File: config.mk
export PLATFORM = sky130hd
export DESIGN_NAME = dma_chan_seq
export DESIGN_NICKNAME = d
export VERILOG_FILES = /design/src/rtl/dma_seq_pkg.sv /design/src/rtl/dma_seq_ctl.sv /design/src/rtl/dma_seq_regs.sv /design/src/rtl/dma_chan_seq.sv
export SDC_FILE = /design/constraint.sdc
export NUM_CORES = 1
export LEC_CHECK = 0
export ABC_AREA = 0
export CORE_MARGIN = 1.5
export CORE_UTILIZATION = 57
export DETAILED_ROUTE_END_ITERATION = 6
export PLACE_DENSITY = 0.85
export SLEW_MARGIN = 20
export SYNTH_ARGS = -nofsm -noshare
export SYNTH_HDL_FRONTEND = slang
export SYNTH_HIERARCHICAL = 1
export SYNTH_SLANG_ARGS = --single-unit
File: constraint.sdc
create_clock -name clk -period 5.8 [get_ports clk]
set_input_delay 0.58 -clock clk [delete_from_list [all_inputs] [get_ports clk]]
set_output_delay 0.58 -clock clk [all_outputs]
set_load 0.02 [all_outputs]
File: src/rtl/dma_seq_pkg.sv
`timescale 1ns/1ps
package dma_seq_pkg;
    typedef enum logic [1:0] {
        MD_BLOCK   = 2'd0,
        MD_DEMAND  = 2'd1,
        MD_CASCADE = 2'd2,
        MD_BLOCK2  = 2'd3
    } svc_mode_e;

    typedef enum logic [1:0] {
        ST_IDLE = 2'd0,
        ST_XFER = 2'd1,
        ST_CASC = 2'd2
    } seq_state_e;

    localparam logic [1:0] SEL_BADDR  = 2'd0;
    localparam logic [1:0] SEL_BCNT   = 2'd1;
    localparam logic [1:0] SEL_MODE   = 2'd2;
    localparam logic [1:0] SEL_UNMASK = 2'd3;

    localparam logic [1:0] XT_WRITE = 2'd1;
    localparam logic [1:0] XT_READ  = 2'd2;
endpackage

File: src/rtl/dma_seq_ctl.sv
`timescale 1ns/1ps
module dma_seq_ctl
    import dma_seq_pkg::*;
(
    input  logic       clk,
    input  logic       rst_n,
    input  logic       dreq,
    input  logic       mask,
    input  logic       cnt_zero,
    input  svc_mode_e  mode,
    output seq_state_e state,
    output logic       step,
    output logic       last
);
    seq_state_e state_q, state_d;

    always_ff @(posedge clk or negedge rst_n) begin
        if (!rst_n) state_q <= ST_IDLE;
        else        state_q <= state_d;
    end

    always_comb begin
        state_d = state_q;
        unique case (state_q)
            ST_IDLE: begin
                if (dreq && !mask)
                    state_d = (mode == MD_CASCADE) ? ST_CASC : ST_XFER;
            end
            ST_XFER: begin
                if (cnt_zero)
                    state_d = ST_IDLE;
                else if (mode == MD_DEMAND && !dreq)
                    state_d = ST_IDLE;
            end
            ST_CASC: begin
                if (!dreq) state_d = ST_IDLE;
            end
            default: state_d = ST_IDLE;
        endcase
    end

    always_comb begin
        state = state_q;
        step  = (state_q == ST_XFER);
        last  = (state_q == ST_XFER) && cnt_zero;
    end

    p_block_runs_r5: assert property (@(posedge clk) disable iff (!rst_n)
        (state_q == ST_XFER && mode != MD_DEMAND && !cnt_zero) |=> state_q == ST_XFER)
        else $error("block service left early");
    p_demand_pause_r6: assert property (@(posedge clk) disable iff (!rst_n)
        (state_q == ST_XFER && mode == MD_DEMAND && !dreq) |=> state_q == ST_IDLE)
        else $error("demand service did not pause");
    p_casc_release_r9: assert property (@(posedge clk) disable iff (!rst_n)
        (state_q == ST_CASC && !dreq) |=> state_q == ST_IDLE)
        else $error("cascade grant held after request drop");
    p_grant_r11: assert property (@(posedge clk) disable iff (!rst_n)
        (state_q == ST_IDLE && dreq && !mask) |=> state_q != ST_IDLE)
        else $error("request not granted");
endmodule

File: src/rtl/dma_seq_regs.sv
`timescale 1ns/1ps
module dma_seq_regs
    import dma_seq_pkg::*;
#(
    parameter int W = 16
) (
    input  logic         clk,
    input  logic         rst_n,
    input  logic         wr_en,
    input  logic [1:0]   wr_sel,
    input  logic [W-1:0] wr_data,
    input  logic         idle,
    input  logic         step,
    input  logic         last,
    input  logic         autoinit,
    input  logic         dec,
    output logic [W-1:0] cur_addr,
    output logic [W-1:0] cur_cnt,
    output logic         cnt_zero
);
    localparam logic [W-1:0] ONE = W'(1);

    logic [W-1:0] base_addr_q, base_cnt_q, cur_addr_q, cur_cnt_q;
    logic [W-1:0] addr_next;
    logic         ld_addr, ld_cnt;

    assign ld_addr   = wr_en && wr_sel == SEL_BADDR;
    assign ld_cnt    = wr_en && wr_sel == SEL_BCNT;
    assign addr_next = dec ? cur_addr_q - ONE : cur_addr_q + ONE;

    always_ff @(posedge clk or negedge rst_n) begin
        if (!rst_n) begin
            base_addr_q <= '0;
            base_cnt_q  <= '0;
        end else begin
            if (ld_addr) base_addr_q <= wr_data;
            if (ld_cnt)  base_cnt_q  <= wr_data;
        end
    end

    always_ff @(posedge clk or negedge rst_n) begin
        if (!rst_n) begin
            cur_addr_q <= '0;
            cur_cnt_q  <= '0;
        end else if (last && autoinit) begin
            cur_addr_q <= base_addr_q;
            cur_cnt_q  <= base_cnt_q;
        end else if (step) begin
            cur_addr_q <= addr_next;
            cur_cnt_q  <= cur_cnt_q - ONE;
        end else if (idle) begin
            if (ld_addr) cur_addr_q <= wr_data;
            if (ld_cnt)  cur_cnt_q  <= wr_data;
        end
    end

    assign cur_addr = cur_addr_q;
    assign cur_cnt  = cur_cnt_q;
    assign cnt_zero = (cur_cnt_q == '0);

    p_cnt_step_r3: assert property (@(posedge clk) disable iff (!rst_n)
        (step && !cnt_zero) |=> cur_cnt_q == $past(cur_cnt_q) - ONE)
        else $error("count did not decrement");
    p_wrap_r8: assert property (@(posedge clk) disable iff (!rst_n)
        (last && !autoinit) |=> cur_cnt_q == '1)
        else $error("count did not wrap at terminal count");
    p_reload_r7: assert property (@(posedge clk) disable iff (!rst_n)
        (last && autoinit && !ld_cnt) |=> cur_cnt_q == base_cnt_q)
        else $error("autoinit reload missing");
endmodule

File: src/rtl/dma_chan_seq.sv
`timescale 1ns/1ps
module dma_chan_seq
    import dma_seq_pkg::*;
#(
    parameter int W = 16
) (
    input  logic         clk,
    input  logic         rst_n,
    input  logic         cfg_we,
    input  logic [1:0]   cfg_sel,
    input  logic [W-1:0] cfg_wdata,
    input  logic         dreq,
    output logic         dack,
    output logic         bus_en,
    output logic [W-1:0] addr_o,
    output logic [W-1:0] cnt_o,
    output logic         io_rd,
    output logic         io_wr,
    output logic         mem_rd,
    output logic         mem_wr,
    output logic         tc
);
    localparam int MODE_W = 6;

    logic [MODE_W-1:0] mode_q;
    logic              mask_q;
    seq_state_e        state;
    logic              step, last, cnt_zero;
    logic [W-1:0]      cur_addr, cur_cnt;
    svc_mode_e         svc_mode;
    logic [1:0]        xtype;
    logic              autoinit, dec;

    assign svc_mode = svc_mode_e'(mode_q[1:0]);
    assign xtype    = mode_q[3:2];
    assign autoinit = mode_q[4];
    assign dec      = mode_q[5];

    always_ff @(posedge clk or negedge rst_n) begin
        if (!rst_n) begin
            mode_q <= '0;
            mask_q <= 1'b0;
        end else begin
            if (cfg_we && cfg_sel == SEL_MODE) mode_q <= cfg_wdata[MODE_W-1:0];
            if (last && !autoinit)                   mask_q <= 1'b1;
            else if (cfg_we && cfg_sel == SEL_UNMASK) mask_q <= 1'b0;
        end
    end

    dma_seq_ctl u_ctl (
        .clk      (clk),
        .rst_n    (rst_n),
        .dreq     (dreq),
        .mask     (mask_q),
        .cnt_zero (cnt_zero),
        .mode     (svc_mode),
        .state    (state),
        .step     (step),
        .last     (last)
    );

    dma_seq_regs #(.W(W)) u_regs (
        .clk      (clk),
        .rst_n    (rst_n),
        .wr_en    (cfg_we),
        .wr_sel   (cfg_sel),
        .wr_data  (cfg_wdata),
        .idle     (state == ST_IDLE),
        .step     (step),
        .last     (last),
        .autoinit (autoinit),
        .dec      (dec),
        .cur_addr (cur_addr),
        .cur_cnt  (cur_cnt),
        .cnt_zero (cnt_zero)
    );

    always_comb begin
        dack   = 1'b0;
        bus_en = 1'b0;
        io_rd  = 1'b0;
        io_wr  = 1'b0;
        mem_rd = 1'b0;
        mem_wr = 1'b0;
        unique case (state)
            ST_IDLE: ;
            ST_CASC: dack = 1'b1;
            ST_XFER: begin
                dack   = 1'b1;
                bus_en = 1'b1;
                if (xtype == XT_WRITE) begin
                    io_rd  = 1'b1;
                    mem_wr = 1'b1;
                end else if (xtype == XT_READ) begin
                    mem_rd = 1'b1;
                    io_wr  = 1'b1;
                end
            end
            default: ;
        endcase
        addr_o = bus_en ? cur_addr : '0;
        cnt_o  = cur_cnt;
        tc     = last;
    end

    p_tc_zero_r4: assert property (@(posedge clk) disable iff (!rst_n)
        tc |-> (bus_en && cnt_o == '0))
        else $error("tc outside final transfer");
    p_tc_release_r4: assert property (@(posedge clk) disable iff (!rst_n)
        tc |=> !dack)
        else $error("dack held after tc");
    p_strobe_pair_r10: assert property (@(posedge clk) disable iff (!rst_n)
        !(io_rd && io_wr) && !(mem_rd && mem_wr) &&
        ($countones({io_rd, io_wr, mem_rd, mem_wr}) != 1))
        else $error("bad strobe combination");
    p_casc_quiet_r9: assert property (@(posedge clk) disable iff (!rst_n)
        (dack && !bus_en) |=> $stable(cnt_o))
        else $error("cascade grant changed count");
    p_mask_block_r8: assert property (@(posedge clk) disable iff (!rst_n)
        (!dack && mask_q) |=> !dack)
        else $error("masked channel granted");
    p_idle_hold_r6: assert property (@(posedge clk) disable iff (!rst_n)
        (!dack && !(cfg_we && cfg_sel == SEL_BCNT)) |=> $stable(cnt_o))
        else $error("idle count changed");
endmodule

Yosys cells after proc, flatten, opt, wreduce, memory -nomap -nowiden. Index checks and enable logic that the tools add are counted.

Register bits: 73. Input bits: 22. Output and inout bits: 39.

Add/sub/neg operators: 3. Eq/ne operators: 12. Mux-type cells: 25. Reductions and logical operators: 23.

Operators with widths (number): $mux W16 (10); $sub A16 B1 Y16 const B (2); $add A16 B1 Y16 const B (1); $logic_not A16 Y1 (1); $eq A2 B2 Y1 const B (5); $mux W2 (5); $logic_and A1 B1 Y1 (9); $mux W1 (9); $reduce_bool A3 Y1 (3); $eq A2 B1 Y1 const B (4); $pmux W2 S3 (1); $logic_not A2 Y1 (2); $ne A2 B2 Y1 const B (2); $reduce_and A2 Y1 (2); $logic_not A1 Y1 (3); $ne A3 B1 Y1 const B (1); $reduce_and A3 Y1 (1); $reduce_bool A2 Y1 (1); $reduce_or A2 Y1 (1).

Logic depth before layout (Yosys ltp). Gate-level depths: netlist of the first run.

Depth in word-level cells: 6. Gate-level depth with buffers: 11. Depth with buffers taken out: 10.

Hierarchy. The synthesis of the first run kept the hierarchy.

By module, submodules not included: dma_seq_regs (instances 1, cells each 415, area each 3957.5 µm², seq. area each 1601.5 µm²); dma_chan_seq (instances 1, cells each 44, area each 460.4 µm², seq. area each 175.2 µm²); dma_seq_ctl (instances 1, cells each 13, area each 130.1 µm², seq. area each 50.0 µm²).

Worst setup path after synthesis of the first run. Ideal clock, no wire load.

Path kind: reg2reg. Start point: register u_regs.cur_cnt_q[7] (netlist: u_regs/cur_cnt[7]). End point: register u_regs.cur_addr_q[2] (netlist: u_regs/cur_addr[2]). Setup time: 0.136 ns. Arrival: 2.780 ns. Required time: 5.664 ns. Setup slack: 2.885 ns. Stages on the path, launching flop included: 10. Buffers on the path: 3. Period minus slack after synthesis: 2.915 ns. Cells stage by stage: dfrtp_1 or4_4 nor4_1 and4_1 and2_1 and2_1 clkbuf_1 clkbuf_1 buf_1 o21ai_0.

Longest elaborated chain between the ends: 5. Elaborated cells between the ends (all ways): 7. Classes of those cells: 1 x mux; 6 x reduce/logical.

Ends and longest elaborated chain: from (decl) (RTL line dma_seq_regs.sv:23) `logic [W-1:0] base_addr_q, base_cnt_q, cur_addr_q, cur_cnt_q;`; from (signal assigned) (RTL line dma_seq_regs.sv:47) `cur_cnt_q <= base_cnt_q;`; from (signal assigned) (RTL line dma_seq_regs.sv:50) `cur_cnt_q <= cur_cnt_q - ONE;`; from (signal assigned) (RTL line dma_seq_regs.sv:53) `if (ld_cnt) cur_cnt_q <= wr_data;`; $logic_not A16 Y1 (*) (RTL line dma_seq_regs.sv:59) `assign cnt_zero = (cur_cnt_q == '0);`; via cnt_zero (RTL line dma_chan_seq.sv:28) `logic step, last, cnt_zero;`; $logic_and A1 B1 Y1 (*) (RTL line dma_seq_ctl.sv:45) `last = (state_q == ST_XFER) && cnt_zero;`; via tc (RTL line dma_chan_seq.sv:21) `output logic tc`; $logic_and A1 B1 Y1 (*) (RTL line dma_seq_regs.sv:45) `end else if (last && autoinit) begin`; $reduce_bool A3 Y1 (no source line); $reduce_and A2 Y1 (no source line); to (signal assigned) (RTL line dma_seq_regs.sv:46) `cur_addr_q <= base_addr_q;`; to (signal assigned) (RTL line dma_seq_regs.sv:49) `cur_addr_q <= addr_next;`; to (signal assigned) (RTL line dma_seq_regs.sv:52) `if (ld_addr) cur_addr_q <= wr_data;`; to (decl) (RTL line dma_seq_regs.sv:23).

Mark *: on every way through the listed nets, which the timed path passes. The rest lies on a longest branch. A chain may end at the register's enable or synchronous reset.

Worst setup path after layout of the first run.
Start point: register u_regs.cur_cnt_q[7] (netlist: u_regs/cur_cnt[7]). End point: output tc.

Longest elaborated chain between the ends: 2.

Ends and longest elaborated chain (RTL line): $logic_not A16 Y1 (dma_seq_regs.sv:59); via cnt_zero (dma_chan_seq.sv:28); $logic_and A1 B1 Y1 (dma_seq_ctl.sv:45); to (decl) (dma_chan_seq.sv:21).

The timed path passes the listed nets, and every way through them passes these cells.

==> results of run 1 <==
-- layout make-up --
| class | count | area (µm²) | share of cell area [%] |
|---|---|---|---|
| Clock buffer | 11 | 141.4 | 2.622 |
| Clock inverter | 5 | 31.28 | 0.5800 |
| Timing Repair Buffer | 65 | 633.1 | 11.74 |
| Multi-Input combinational cell | 366 | 2595 | 48.12 |
| Inverter | 10 | 37.54 | 0.6961 |
| Tap cell | 102 | 127.6 | 2.367 |
| Sequential cell | 73 | 1827 | 33.87 |
-- report_power, final --
part	total (W)	internal [W]	leakage (nW)	switching [W]
combinational	0.00154	0.000693	1.26	0.000842
sequential	0.000840	0.000668	0.840	0.000172
clock	0.000353	0.000166	0.0891	0.000187
-- cells by family after synthesis --
| kind of cell | share of synthesized area, % |
|---|---|
| multiplexers | 12.98 |
| XOR/XNOR | 3.466 |
| adder cells (fa/ha/maj) | 5.667 |
| flip-flops | 40.17 |
| AND/OR/NAND/NOR | 17.61 |
| buffers and inverters | 3.164 |
| AO/OA/AOI/OAI | 16.95 |
-- cells in the mapped netlist, drive strengths merged (9+ instances only) --
cell type  number
a21oi          33
and2           19
buf            12
clkbuf         11
dfrtp          73
ha             19
inv            10
mux2           40
mux2i          14
nand2          57
nand3          11
nor2           31
o21ai          37
xnor2           9
xor2            9
-- worst max-delay path: stages (launching register included) --
cell	delay (ns)
dfrtp_1	0.44
or4_4	0.59
nor4_1	0.30
and4_1	0.29
and2_1	0.19
clkdlybuf4s50_1	0.63
-- worst max path at each step --
stage	cells past startpoint	slack (ns)	endpoint	from
global route	5	2.26	tc	u_regs/cur_cnt[7]
detailed placement	10	2.75	u_regs/cur_addr[14]	u_regs/cur_cnt[7]
global placement	5	2.79	tc	u_regs/cur_cnt[7]
finish	5	2.43	tc	u_regs/cur_cnt[7]
floorplan	9	2.88	u_regs/cur_addr[2]	u_regs/cur_cnt[7]
CTS	5	2.41	tc	u_regs/cur_cnt[7]
-- sequential cells by signal (all words and copies together) (netlist names) --
signal / cells
u_regs/base_cnt_q: 16
u_regs/cur_cnt: 16
u_ctl/state: 2
u_regs/base_addr_q: 16
mask_q: 1
u_regs/cur_addr: 16
mode_q: 6
-- through the flow --
step                power, W  setup WS [ns]
finish              0.002728          2.434
global route        0.002922          2.256
CTS                 0.002722          2.410
detailed placement  0.002362          2.750
global placement    0.002310          2.786
floorplan           0.001864          2.885
-- cell usage in the layout, fill, tap and decap left out, drive strengths merged, types with 4 or more instances in the layout --
cell	count
dfrtp	73
clkdlybuf4s50	59
nand2	57
mux2	40
o21ai	37
a21oi	33
nor2	31
and2	19
ha	19
mux2i	14
nand3	11
clkbuf	11
inv	10
xnor2	9
xor2	9
a31oi	7
nor3	7
a21o	6
o221ai	6
buf	6
clkinv	4
nor4	4
a221oi	4
o21ba	4
-- per-layer routing --
layer | wire, µm | global-route usage, %
met3 | 702 | 4.433
met2 | 5661 | 47.30
met5 | 0 | 0
met4 | 198 | 10.51
met1 | 4912 | 37.58
==> results.json, run 1 <==
{
  "status": "finished clean",
  "clk_path_buf_depth": 2,
  "synth_seq_cells": 73,
  "numCtsBuffers": 9,
  "tightest_slew_ns": 0.9178,
  "ys_seq_area_share_pct": 40.17,
  "p_leak_nw": 2.186,
  "ant_nets": 0,
  "arrival_ns": 2.79,
  "synthFlopType": "dfrtp_1",
  "synth-edff-count": 0,
  "cts_sinks": 73,
  "antenna_found_initial": 0,
  "placed_cell_area_mm2": 0.005220,
  "rsz0062_at_grt": "no",
  "reg2reg_from": "u_regs/cur_cnt[7]",
  "drv_cap": 0,
  "synth_top_cell_by_area": "dfrtp_1",
  "grt_remaining_overflow": 0,
  "antennaDiodeCount": 0,
  "hold_buffers": 0,
  "first_iter_violations": 308,
  "finalClockSkew_ns": 0.01282,
  "slew_headroom_pct": 38.81,
  "rows": 32,
  "worstPathRequired_ns": 5.22,
  "fin_cells": 632,
  "slew_viol_final": 0,
  "die_area_mm2": 0.008524,
  "die_w_um": 92.33,
  "nets": 567,
  "viasPerCell": 6.215,
  "syn-instance-count": 472,
  "finalCritPeriodShare_pct": 58.04,
  "cts.htree.levels": 3,
  "worst-r2r-setup-slack_ns": 2.70,
  "async_flop_share_pct": 100.0,
  "synth_top_area_share_pct": 40.17,
  "wl_per_cell_um": 18.16,
  "timing.setup.tns_ns": 0,
  "portBuffers": 60,
  "drc": 0,
  "dp_hpwl_um": 8108,
  "reg2regPathDepth": 10,
  "crit_type": "flop to output port",
  "drive_above_1_share_pct": 14.91,
  "reg2reg_to": "u_regs/cur_addr[14]",
  "p_per_area_mw_per_mm2": 505.9,
  "die_h_um": 92.33,
  "grt_pass1_vias": 3934,
  "synth.distinct_cells": 64,
  "wl_um": 11480,
  "core_mm2": 0.007727,
  "pin_count": 61,
  "finalSetupViolations": 0,
  "synth.net_count": 514,
  "peakVddDrop_uv": 260.1,
  "initial_utilization_pct": 58.86,
  "cts_root_buffer": "clkbuf_8",
  "cts_resized": 0,
  "final_area_mm2": 0.005393,
  "post_cts_buffers": 0,
  "drtPass1Iterations": 5,
  "setup.worst_path.end_class": "output port",
  "place_congestion": 0.8655,
  "hp-class": "primary input to async pin",
  "ys_top_cells_by_area": "dfrtp_1 (40%), mux2_2 (9.9%), ha_1 (5.2%)",
  "grt_max_degree": 74,
  "cp_max_fo": 7,
  "clock_latency_ns": 0.34,
  "cp-start-kind": "flop",
  "final_core_util_pct": 69.79,
  "finalCriticalPeriod_ns": 3.366,
  "gr-usage-all-layers_pct": 28.45,
  "clkTransAtPathRegs_ns": 0.08,
  "cts_tree": "built",
  "hold_ws_ns": 0.4525,
  "hold_viol_final": 0,
  "netlist_area_mm2": 0.004548,
  "fillers": 592,
  "yosysWarnings": 6,
  "timing.fmax_mhz": 297.1,
  "grt_pass1_wl_um": 19130,
  "area_growth_pct": 18.57,
  "vias": 3928,
  "avgSynthCellArea_um2": 9.636,
  "dp.cells": 616
}
Note: power is estimated with default switching activity, not from simulation.
==> run 2: changes to the inputs <==
--- a/config.mk
+++ b/config.mk
@@ -7,9 +7,9 @@
 export LEC_CHECK = 0
 export ABC_AREA = 0
 export CORE_MARGIN = 1.5
-export CORE_UTILIZATION = 57
+export CORE_UTILIZATION = 50
 export DETAILED_ROUTE_END_ITERATION = 6
-export PLACE_DENSITY = 0.85
+export PLACE_DENSITY = 0.8
 export SLEW_MARGIN = 20
 export SYNTH_ARGS = -nofsm -noshare
 export SYNTH_HDL_FRONTEND = slang
==> constraint.sdc (replaced) <==
create_clock -name clk -period 2.79 [get_ports clk]
set_input_delay 0.279 -clock clk [delete_from_list [all_inputs] [get_ports clk]]
set_output_delay 0.279 -clock clk [all_outputs]
set_load 0.02 [all_outputs]
==> results.json, run 2 (same netlist as run 1, synthesis figures left out) <==
{
  "hp-class": "primary input to async pin",
  "p_leak_nw": 2.270,
  "dp.cells": 636,
  "peakVddDrop_uv": 500.1,
  "initial_utilization_pct": 51.90,
  "final_common_cell": "dfrtp_1",
  "cp_max_fo": 5,
  "area_growth_pct": 21.95,
  "dp_hpwl_um": 8418,
  "vias": 3821,
  "grt_max_degree": 40,
  "cts.htree.levels": 3,
  "drtPass1Iterations": 5,
  "worstPathRequired_ns": 2.51,
  "grt_pass1_wl_um": 19070,
  "gr-usage-all-layers_pct": 24.78,
  "finalClockSkew_ns": 0.008491,
  "tightest_slew_ns": 0.8413,
  "antenna_found_initial": 0,
  "cp-start-kind": "flop",
  "mostFrequentLayoutCells": "dfrtp_1 (73), clkdlybuf4s50_1 (58), nand2_1 (56)",
  "clock_latency_ns": 0.35,
  "crit_type": "flop to output port",
  "nets": 581,
  "drc": 0,
  "viasPerCell": 5.860,
  "finalCriticalPeriod_ns": 2.634,
  "place_congestion": 0.9086,
  "placed_cell_area_mm2": 0.005345,
  "pin_count": 61,
  "timing.fmax_mhz": 379.6,
  "wl_um": 11370,
  "p_per_area_mw_per_mm2": 1048,
  "setup.worst_path.end_class": "output port",
  "post_cts_buffers": 0,
  "cp-startpoint": "u_regs/cur_cnt[7]",
  "rsz0062_at_grt": "no",
  "rows": 34,
  "pwr-share-seq_pct": 29.6,
  "finalCritPeriodShare_pct": 94.42,
  "drive_above_1_share_pct": 17.28,
  "die_area_mm2": 0.009678,
  "first_iter_violations": 264,
  "timing.setup.tns_ns": 0,
  "core_mm2": 0.008763,
  "numCtsBuffers": 9,
  "cts_resized": 2,
  "final_core_util_pct": 63.29,
  "hold_buffers": 0,
  "switching_share_pct": 42.87,
  "cts_tree": "built",
  "antennaDiodeCount": 0,
  "internal_power_w": 0.003322,
  "cts_sinks": 73,
  "finalSetupViolations": 0,
  "grt_pass1_vias": 3783,
  "wl_per_cell_um": 17.44,
  "fin_cells": 652,
  "cts_root_buffer": "clkbuf_8",
  "comb_power_share_pct": 56.1,
  "hold_viol_final": 0,
  "drv_cap": 0,
  "clkTransAtPathRegs_ns": 0.07,
  "final_area_mm2": 0.005547,
  "status": "finished clean",
  "arrival_ns": 2.36,
  "portBuffers": 60,
  "die_w_um": 98.38,
  "slew_viol_final": 0,
  "pwr-share-clk_pct": 14.3,
  "clk_path_buf_depth": 2,
  "grt_remaining_overflow": 0,
  "switchingPower_w": 0.002493,
  "p_total_w": 0.005815,
  "reg2reg_from": "mode_q[5]",
  "ant_nets": 0,
  "die_h_um": 98.38,
  "slew_headroom_pct": 43.91
}
[run 2: changes by cell type in the layout (fill, tap and decap cells not counted)]
cell / delta
buf_12: +1
buf_4: +13
bufinv_16: +1
clkdlybuf4s50_1: -1
clkinv_2: -1
clkinv_4: -1
clkinvlp_4: +1
dlygate4sd2_1: +1
nor4_1: -1
nor4_2: +1
[run 2: critical path, cell delays in order (launching register included)]
cell,delay (ns)
dfrtp_1,0.38
or4_4,0.57
nor4_2,0.21
and4_1,0.28
and2_1,0.21
dlygate4sd2_1,0.36
[run 2: layer usage]
layer  GRT usage (%)  share of wire, %  up-vias
li1                -                 -     1831
met1           33.98                47     1886
met2           40.62                48       94
met3           4.009               3.7       10
met4           7.259               1.4        0
met5               0                 0        -
[run 2: final cells by class]
type	instances	area, µm²
inverter	10	37.54
multi-input combinational	366	2601
sequential	73	1827
tap	108	135.1
clock buffer	11	141.4
clock inverter	5	55.05
timing repair buffer	79	749.5
fill	703	3217
[run 2: final timing paths]
path,endpoint,slack (ns),depth (start not counted)
hold reg to reg,u_regs/cur_cnt[12],0.47,1
max in group asynchronous,u_regs/cur_addr[6],2.09,2
setup / recovery,tc,0.16,5
min in group clk,u_regs/cur_cnt[12],0.47,1
setup reg to reg,u_regs/cur_addr[15],0.16,7
hold / removal,u_regs/base_cnt_q[3],0.03,1
[run 2: power groups by stage]
stage	Clock [W]	Combinational, W	Sequential [W]
2_1_floorplan	0	0.00212	0.00175
5_1_grt	0.000892	0.00357	0.00176
4_1_cts	0.000836	0.00324	0.00172
3_3_place_gp	0	0.00314	0.00172
6_report	0.000830	0.00326	0.00172
3_5_place_dp	0	0.00322	0.00173
[run 2: stage by stage]
step	hold slack (ns)	setup WS (ns)
5_1_grt	0.08862	0.00004685
4_1_cts	0.05065	0.1196
3_5_place_dp	0.4247	0.1203
2_1_floorplan	-0.01659	0.05049
6_report	0.03187	0.1556
3_3_place_gp	0.4117	0.1904
==> run 3: changes to the inputs <==
--- a/config.mk
+++ b/config.mk
@@ -6,10 +6,12 @@
 export NUM_CORES = 1
 export LEC_CHECK = 0
 export ABC_AREA = 0
+export CELL_PAD_IN_SITES_DETAIL_PLACEMENT = 0
+export CELL_PAD_IN_SITES_GLOBAL_PLACEMENT = 1
 export CORE_MARGIN = 1.5
-export CORE_UTILIZATION = 50
+export CORE_UTILIZATION = 39
 export DETAILED_ROUTE_END_ITERATION = 6
-export PLACE_DENSITY = 0.8
+export PLACE_DENSITY_LB_ADDON = 0.1
 export SLEW_MARGIN = 20
 export SYNTH_ARGS = -nofsm -noshare
 export SYNTH_HDL_FRONTEND = slang
==> results.json, run 3 (same netlist as run 1, synthesis figures left out) <==
{
  "status": "finished clean",
  "setup.worst_path.end_class": "output port",
  "clk_path_buf_depth": 2,
  "internal_power_w": 0.003627,
  "grt_max_degree": 74,
  "drc": 0,
  "ant_nets": 0,
  "worst-r2r-setup-slack_ns": 0.24,
  "pwr-share-seq_pct": 28.0,
  "p_leak_nw": 2.322,
  "switching_share_pct": 41.14,
  "grt_pass1_vias": 3931,
  "antenna_found_initial": 0,
  "cts_root_buffer": "clkbuf_16",
  "die_w_um": 111.0,
  "core_mm2": 0.01142,
  "hold_buffers": 0,
  "reg2reg_from": "u_regs/cur_cnt[10]",
  "cp_max_fo": 5,
  "numCtsBuffers": 9,
  "cts_tree": "built",
  "crit_path_end": "tc",
  "rows": 39,
  "peakVddDrop_uv": 425.0,
  "clock_latency_ns": 0.33,
  "area_growth_pct": 25.28,
  "timing.setup.tns_ns": 0,
  "finalClockSkew_ns": 0.004642,
  "clkTransAtPathRegs_ns": 0.06,
  "dp_hpwl_um": 8801,
  "tightest_slew_ns": 0.9521,
  "pin_count": 61,
  "drtPass1Iterations": 4,
  "grt_remaining_overflow": 0,
  "vias": 3780,
  "reg2regPathDepth": 10,
  "arrival_ns": 2.33,
  "antennaDiodeCount": 0,
  "p_per_area_mw_per_mm2": 1081,
  "place_congestion": 0.8399,
  "wl_per_cell_um": 17.88,
  "slew_viol_final": 0,
  "switchingPower_w": 0.002535,
  "crit_chain": "or4_4 > nor4_2 > and4_1 > and2_1 > dlygate4sd2_1",
  "final_core_util_pct": 49.90,
  "drive_above_1_share_pct": 17.46,
  "rsz0062_at_grt": "no",
  "first_iter_violations": 154,
  "initial_utilization_pct": 39.83,
  "comb_power_share_pct": 52.8,
  "slew_headroom_pct": 36.53,
  "gr-usage-all-layers_pct": 20.85,
  "critPathSlowestCell": "or4_4",
  "cp-startpoint": "u_regs/cur_cnt[10]",
  "final_common_cell": "dfrtp_1",
  "mostFrequentLayoutCells": "dfrtp_1 (72), clkdlybuf4s50_1 (58), nand2_1 (56)",
  "pwr-share-clk_pct": 19.2,
  "cp-start-kind": "flop",
  "nets": 581,
  "crit_type": "flop to output port",
  "drv_cap": 0,
  "wl_um": 12280,
  "cts_sinks": 73,
  "die_area_mm2": 0.01232,
  "grt_pass1_wl_um": 20430,
  "die_h_um": 111.0,
  "finalCriticalPeriod_ns": 2.613,
  "hold_viol_final": 0,
  "finalSetupViolations": 0,
  "viasPerCell": 5.502,
  "timing.fmax_mhz": 382.8,
  "portBuffers": 60,
  "hp-class": "primary input to async pin",
  "critPathMaxStageDelay_ns": 0.55,
  "worstPathRequired_ns": 2.51,
  "finalCritPeriodShare_pct": 93.64,
  "reg2reg_to": "u_regs/cur_addr[13]",
  "cts.htree.levels": 3
}
## run 3: cell types whose count changed in the layout (fill, tap and decap cells not counted), sizes merged
cell,change
clkbuf,+1
clkinvlp,-1
## run 3: repair_timing
action | 4_1_cts | 5_1_grt
buffers inserted | 0 | 1
gates resized for setup | 2 | 1
pin swaps | 0 | 1
endpoints found under the setup margin | 1 | 2
## run 3: layout make-up
cell class / instances / area (µm²)
tap: 143 / 178.9
clock inverter: 4 / 51.30
inverter: 10 / 37.54
fill: 1099 / 5720
clock buffer: 12 / 256.5
multi-input combinational: 366 / 2606
sequential: 73 / 1828
timing repair buffer: 79 / 739.5
## run 3: layer usage
layer	global-route usage, %	wire [µm]	vias up
li1	-	-	1846
met1	29.16	5974	1861
met2	33.83	5743	66
met3	3.390	458	7
met4	5.214	105	0
met5	0	0	-
## run 3: worst min-delay path by stage
stage                           from                   end  slack (ns)  cells past startpoint
6_report                       rst_n     u_regs/cur_cnt[2]        0.07                      1
5_1_grt                        rst_n  u_regs/base_cnt_q[2]        0.16                      1
4_1_cts                        rst_n     u_regs/cur_cnt[2]        0.13                      1
3_5_place_dp   u_regs/base_addr_q[4]    u_regs/cur_addr[4]        0.47                      2
3_3_place_gp    u_regs/base_cnt_q[0]     u_regs/cur_cnt[0]        0.45                      2
2_1_floorplan                  rst_n                mask_q       -0.02                      0
## run 3: critical path, delay by kind of cell, from the launching register on
family	cells	cell delay, ns
simple gates	4	1.25
flops	1	0.39
buf+inv	1	0.36
## run 3: through the flow
step | setup WS, ns | std cells | power [W] | hold WS, ns | instance area (µm²)
floorplan | 0.05049 | 472 | 0.003876 | -0.01659 | 4552
global placement | 0.1626 | 670 | 0.004945 | 0.4477 | 5376
detailed placement | 0.1285 | 670 | 0.004979 | 0.4657 | 5376
CTS | 0.1338 | 686 | 0.006200 | 0.1334 | 5689
global route | 0.02909 | 687 | 0.006638 | 0.1582 | 5698
finish | 0.1774 | 687 | 0.006162 | 0.06941 | 5698
## run 3: power by group through the flow
stage	clock network, W	registers [W]	logic [W]
CTS	0.00121	0.00173	0.00326
global route	0.00125	0.00179	0.00360
finish	0.00118	0.00173	0.00325
global placement	0	0.00174	0.00321
floorplan	0	0.00175	0.00212
detailed placement	0	0.00174	0.00324
